File: src/rtl/ssm_pkg.sv
package ssm_pkg;
    typedef enum logic [1:0] {
        EV_NONE,
        EV_LOAD,
        EV_LATCH,
        EV_SHIFT
    } ssm_evt_e;
endpackage

File: src/rtl/ssm_baud.sv
module ssm_baud #(
    parameter int RW = 16
) (
    input  logic          clk,
    input  logic          rst_n,
    input  logic [RW-1:0] reload,
    output logic          tick
);
    typedef struct packed {
        logic [RW-1:0] cnt;
    } baud_st_t;

    baud_st_t st_d, st_q;

    assign tick = (st_q.cnt == '0);

    always_comb begin
        st_d = st_q;
        if (st_q.cnt == '0) st_d.cnt = reload;
        else                st_d.cnt = st_q.cnt - 1'b1;
    end

    always_ff @(posedge clk or negedge rst_n) begin
        if (!rst_n) st_q <= '0;
        else        st_q <= st_d;
    end
endmodule

File: src/rtl/ssm_engine.sv
module ssm_engine
    import ssm_pkg::*;
#(
    parameter int W  = 16,
    localparam int LW = $clog2(W),
    localparam int CW = $clog2(2 * W)
) (
    input  logic          clk,
    input  logic          rst_n,
    input  logic          tick,
    input  logic [LW-1:0] cfg_len,
    input  logic          cfg_cpol,
    input  logic          tx_wr,
    input  logic [W-1:0]  tx_data,
    input  logic          rx_done_clr,
    input  logic          miso,
    output logic          sclk,
    output logic          mosi,
    output logic          busy,
    output logic          rx_done,
    output logic [W-1:0]  rx_data
);
    typedef struct packed {
        logic          busy;
        logic          sclk;
        logic          pend;
        logic          done;
        logic [W-1:0]  txb;
        logic [W-1:0]  sh;
        logic [W-1:0]  rsh;
        logic [W-1:0]  rx;
        logic [CW-1:0] cnt;
    } eng_st_t;

    eng_st_t     st_d, st_q;
    ssm_evt_e    ev;
    logic [CW-1:0] nbits;
    logic [CW-1:0] last;

    always_comb begin
        nbits = CW'(cfg_len) + 1'b1;
        if (cfg_len == '0) nbits = CW'(2);
        last = (nbits << 1) - 1'b1;

        ev = EV_NONE;
        if (tick) begin
            if (!st_q.busy)        ev = st_q.pend ? EV_LOAD : EV_NONE;
            else if (!st_q.cnt[0]) ev = EV_LATCH;
            else                   ev = EV_SHIFT;
        end

        st_d = st_q;
        if (tx_wr) begin
            st_d.txb  = tx_data;
            st_d.pend = 1'b1;
        end
        if (rx_done_clr) st_d.done = 1'b0;
        if (!st_q.busy)  st_d.sclk = cfg_cpol;

        case (ev)
            EV_LOAD: begin
                st_d.busy = 1'b1;
                st_d.pend = tx_wr;
                st_d.sh   = st_q.txb << (CW'(W) - nbits);
                st_d.rsh  = '0;
                st_d.cnt  = '0;
            end
            EV_LATCH: begin
                st_d.sclk = ~cfg_cpol;
                st_d.rsh  = {st_q.rsh[W-2:0], miso};
                st_d.cnt  = st_q.cnt + 1'b1;
                if (st_q.cnt == last - 1'b1) begin
                    st_d.rx   = {st_q.rsh[W-2:0], miso};
                    st_d.done = 1'b1;
                end
            end
            EV_SHIFT: begin
                st_d.sclk = cfg_cpol;
                st_d.sh   = st_q.sh << 1;
                if (st_q.cnt == last) st_d.busy = 1'b0;
                else                  st_d.cnt  = st_q.cnt + 1'b1;
            end
            default: ;
        endcase
    end

    always_ff @(posedge clk or negedge rst_n) begin
        if (!rst_n) st_q <= '0;
        else        st_q <= st_d;
    end

    assign sclk    = st_q.sclk;
    assign mosi    = st_q.sh[W-1];
    assign busy    = st_q.busy;
    assign rx_done = st_q.done;
    assign rx_data = st_q.rx;

    AST_BUSY_RISE_ON_TICK: assert property (@(posedge clk) disable iff (!rst_n)
        $rose(st_q.busy) |-> $past(tick));
    AST_BUSY_FALL_ON_TICK: assert property (@(posedge clk) disable iff (!rst_n)
        $fell(st_q.busy) |-> $past(tick) && !$past(rx_done_clr && !st_q.done) && ($past(st_q.sclk) != $past(cfg_cpol)));
    AST_DONE_ON_LATCH: assert property (@(posedge clk) disable iff (!rst_n)
        $rose(st_q.done) |-> $past(tick) && $past(st_q.busy));
    AST_SCLK_IDLE_LEVEL: assert property (@(posedge clk) disable iff (!rst_n)
        $past(rst_n) && !st_q.busy |-> st_q.sclk == $past(cfg_cpol));
    AST_SCLK_MOVES_ON_TICK: assert property (@(posedge clk) disable iff (!rst_n)
        $past(st_q.busy) && !$stable(st_q.sclk) |-> $past(tick));
    AST_WRITE_HELD: assert property (@(posedge clk) disable iff (!rst_n)
        tx_wr && st_q.busy |=> st_q.pend);
endmodule

File: src/rtl/ssm_master.sv
module ssm_master #(
    parameter int W  = 16,
    parameter int RW = 16,
    localparam int LW = $clog2(W)
) (
    input  logic          clk,
    input  logic          rst_n,
    input  logic [RW-1:0] cfg_reload,
    input  logic [LW-1:0] cfg_len,
    input  logic          cfg_cpol,
    input  logic          tx_wr,
    input  logic [W-1:0]  tx_data,
    input  logic          rx_done_clr,
    input  logic          miso,
    output logic          sclk,
    output logic          mosi,
    output logic          busy,
    output logic          rx_done,
    output logic [W-1:0]  rx_data
);
    logic tick;

    ssm_baud #(.RW(RW)) u_baud (
        .clk    (clk),
        .rst_n  (rst_n),
        .reload (cfg_reload),
        .tick   (tick)
    );

    ssm_engine #(.W(W)) u_eng (
        .clk         (clk),
        .rst_n       (rst_n),
        .tick        (tick),
        .cfg_len     (cfg_len),
        .cfg_cpol    (cfg_cpol),
        .tx_wr       (tx_wr),
        .tx_data     (tx_data),
        .rx_done_clr (rx_done_clr),
        .miso        (miso),
        .sclk        (sclk),
        .mosi        (mosi),
        .busy        (busy),
        .rx_done     (rx_done),
        .rx_data     (rx_data)
    );
endmodule

File: config.mk
export PLATFORM = sky130hd
export DESIGN_NAME = ssm_master
export DESIGN_NICKNAME = d
export VERILOG_FILES = /design/src/rtl/ssm_pkg.sv /design/src/rtl/ssm_baud.sv /design/src/rtl/ssm_engine.sv /design/src/rtl/ssm_master.sv
export SDC_FILE = /design/constraint.sdc
export NUM_CORES = 1
export LEC_CHECK = 0
export CORE_MARGIN = 3
export CORE_UTILIZATION = 56
export DETAILED_ROUTE_END_ITERATION = 6
export HOLD_SLACK_MARGIN = 0.08
export PLACE_DENSITY = 0.8
export SLEW_MARGIN = 20
export SYNTH_ARGS = -nofsm -noshare
export SYNTH_HDL_FRONTEND = slang
export SYNTH_HIERARCHICAL = 1
export SYNTH_SLANG_ARGS = --single-unit
File: constraint.sdc
create_clock -name clk -period 4.5 [get_ports clk]
set_clock_uncertainty 0.1 [all_clocks]
set_input_delay 0.675 -clock clk [delete_from_list [all_inputs] [get_ports clk]]
set_output_delay 0.675 -clock clk [all_outputs]
set_load 0.005 [all_outputs]
==> flow_summary.ini <==
[logic_synthesis]
synth_edf_count = 0
ys.flop_type = dfrtp_1
synth_cells = 535
avgSynthCellArea_um2 = 9.66
netlist_area_mm2 = 0.00517
seq_area_frac_synth_pct = 42.6
synth.distinct_cells = 69
async_flop_share_pct = 100
synthesis.nets = 586
ys_warn_count = 6
ys_ff_latch = 88

[placement]
dpl.hpwl_um = 8320
portBuffers = 61
place_congestion = 0.913
dpl_cell_area_mm2 = 0.00572

[global_routing]
grt_usage_pct = 23.6
grt_pass1_wl_um = 19800
gr-usage-met1_pct = 31.2
use_met3_pct = 5.26
antenna_found_initial = 0
busiest_layer = met2
grt_pass1_vias = 4103
grt_overflow = 0
grt_max_degree = 89
grtUsageMet2_pct = 39.2

[worst_setup_path]
r2r_start = u_baud/st_q[0]
cp_data_arrival_time_ns = 4.05
r2r_cells = 13
worstPathCellList = inv_1, ha_1, nor2b_1, nand3b_1, buf_4, inv_1, nand2_1, clkinv_1, ha_1, a311oi_2, mux2i_1, or4_1, a21oi_1
critical_path.slowest_cell = or4_1
critical-path-max-stage-delay_ns = 0.58
crit_required_ns = 4.68
path_class = reg2reg
rr_endpoint = u_eng/st_q[38]
regToRegSetupSlack_ns = 0.63
start_kind = flop
cp-end-kind = flop
crit_fanout = 18

[floorplanning]
start_util_pct = 58.4
num_io_pins = 62
core-area_mm2 = 0.00885
die_area_mm2 = 0.0104
dieWidth_um = 102
rows = 34
die_h_um = 102

[timing]
relSlewSlack_pct = 46.2
slew_viol_final = 0
grt_setup_unrepaired = no
fin_tns_setup_ns = 0
max_freq_mhz = 259
hold_viol = 0
tightest_slew_ns = 0.806
fin_crit_sh_pct = 85.9
setup_viol = 0
period_needed_ns = 3.87

[worst_hold_path]
hold_class = in2async

[pwr]
power.density_mw_per_mm2 = 315
seq_power_share_pct = 50.9
power.share.combinational_pct = 21.7
power_mw = 1.86
switching_share_pct = 32.2
power.leakage_nw = 2.45
peakVddDrop_uv = 244
p_clk_share_pct = 27.4
switching_power_uw = 598
p_int_mw = 1.26

[final_layout]
diodes = 0
final_cell_area_mm2 = 0.00590
nets = 621
drive_gt1_share_pct = 11.1
area_growth_pct = 14.1

[routing]
first_pass_iters = 5
num_vias = 4145
drc = 0
routed_wirelength_um = 11700
drt_iter0_markers = 305
ant_nets = 0
avgRoutedWirePerCell_um = 17.1
viasPerCell = 6.07

[cts]
numClockSinks = 88
cts_resized = 0
clk_latency_ns = 0.36
numCtsBuffers = 9
clockRootBuffer = clkbuf_8
post_cts_buffers = 0
ctsHoldBuffers = 0
ctsHtreeMaxLevel = 3
clk_pin_slew_ns = 0.09
clockBufferDepth = 2
cts_tree = done

[run]
cap_violations = 0

[status]
status = finished clean
[power by group through the flow]
| stage | Clock, mW | Combinational, mW | Sequential, mW |
|---|---|---|---|
| after floorplan | 0 | 0.285 | 0.937 |
| after global placement | 0 | 0.388 | 0.954 |
| after detailed placement | 0 | 0.398 | 0.959 |
| after CTS | 0.524 | 0.400 | 0.945 |
| after global routing | 0.561 | 0.445 | 0.958 |
| final | 0.509 | 0.404 | 0.946 |
[registers in the layout (all words and copies together), names as in the netlist]
register,flops
u_eng/rx_done,1
u_eng/rx_data,16
u_baud/st_q,16
u_eng/mosi,1
u_eng/busy,1
u_eng/st_q,52
u_eng/sclk,1
[routing by layer]
layer,share of wire [%],vias to the layer above
met1,45,2006
li1,-,1997
met5,0,-
met3,5.2,19
met4,1.4,0
met2,49,123
[area by class of cell]
class | count | area [µm²]
Multi-Input combinational cell | 368 | 2570
Clock buffer | 10 | 128
Clock inverter | 6 | 50.0
Fill cell | 715 | 2950
Sequential cell | 88 | 2200
Timing Repair Buffer | 72 | 694
Inverter | 31 | 116
Tap cell | 108 | 135
[synth_stat cells, drive strengths merged (4+ instances only)]
cell type	number	area (µm²)
o31ai	7	66.3
or3	5	31.3
buf	29	206
mux2i	12	120
inv	30	113
nand2	22	82.6
a21o	7	52.6
o21a	4	30.0
a2bb2oi	4	35.0
dfrtp	88	2200
nor2	40	150
nand2b	6	37.5
xnor2	6	52.6
o21ai	34	170
a21oi	34	170
a311oi	4	47.6
nor3	10	55.1
nor2b	7	43.8
a211oi	5	42.5
nand3	36	180
mux2	37	450
a22oi	5	37.5
a31oi	6	37.5
nand4	5	31.3
xor2	10	87.6
ha	9	113
clkbuf	19	71.3
[through the flow]
step	util, %	instances	hold WS, ns	setup slack (ns)
finish	66.6	683	0.230	0.634
global route	66.6	683	0.314	0.341
CTS	66.6	683	0.390	0.666
detailed placement	64.6	667	0.371	0.707
global placement	64.6	667	0.356	0.857
floorplan	-	535	0.279	1.05
[worst max-delay path, delay by kind of cell (launching register included)]
family	cells	cell delay (ns)
and+or+nand+nor	4	0.91
AOI/OAI and AO/OA	2	0.44
DFF	1	0.45
buffers and inverters	4	0.81
adders and majority gates	2	0.78
muxes	1	0.31
[cell usage in the layout, fill, tap and decap left out, drive strengths merged, types with 3 or more instances in the layout]
cell / n
dfrtp: 88
clkdlybuf4s50: 60
nor2: 40
mux2: 37
nand3: 36
a21oi: 34
o21ai: 34
inv: 33
nand2: 22
mux2i: 12
buf: 12
xor2: 10
clkbuf: 10
nor3: 10
ha: 9
nor2b: 7
a21o: 7
o31ai: 7
a31oi: 6
xnor2: 6
nand2b: 6
nand4: 5
or3: 5
a22oi: 5
a211oi: 5
o21a: 4
a2bb2oi: 4
a311oi: 4
and4: 3
or4: 3
a221oi: 3
and2: 3
o22ai: 3
a32oi: 3
o211ai: 3
[cells by family (layout without fill, tap and decap cells)]
kind of cell	count (synthesis)	in the layout	share of synthesized area (%)
flip-flops	88	88	42.6
multiplexers	49	49	11.0
adder cells (fa/ha/maj)	9	9	2.18
AO/OA/AOI/OAI	140	140	18.4
buffers and inverters	79	119	7.63
AND/OR/NAND/NOR	154	154	15.5
XOR/XNOR	16	16	2.71
[worst max-delay path by stage]
| stage | to | startpoint |
|---|---|---|
| CTS | u_eng/st_q[38] | u_baud/st_q[0] |
| detailed placement | u_eng/st_q[38] | u_baud/st_q[0] |
| global route | u_eng/st_q[38] | u_baud/st_q[0] |
| global placement | u_eng/st_q[38] | u_baud/st_q[0] |
| finish | u_eng/st_q[38] | u_baud/st_q[0] |
| floorplan | u_eng/st_q[1] | u_baud/st_q[6] |
No activity file was read; power rests on OpenSTA's default activity.
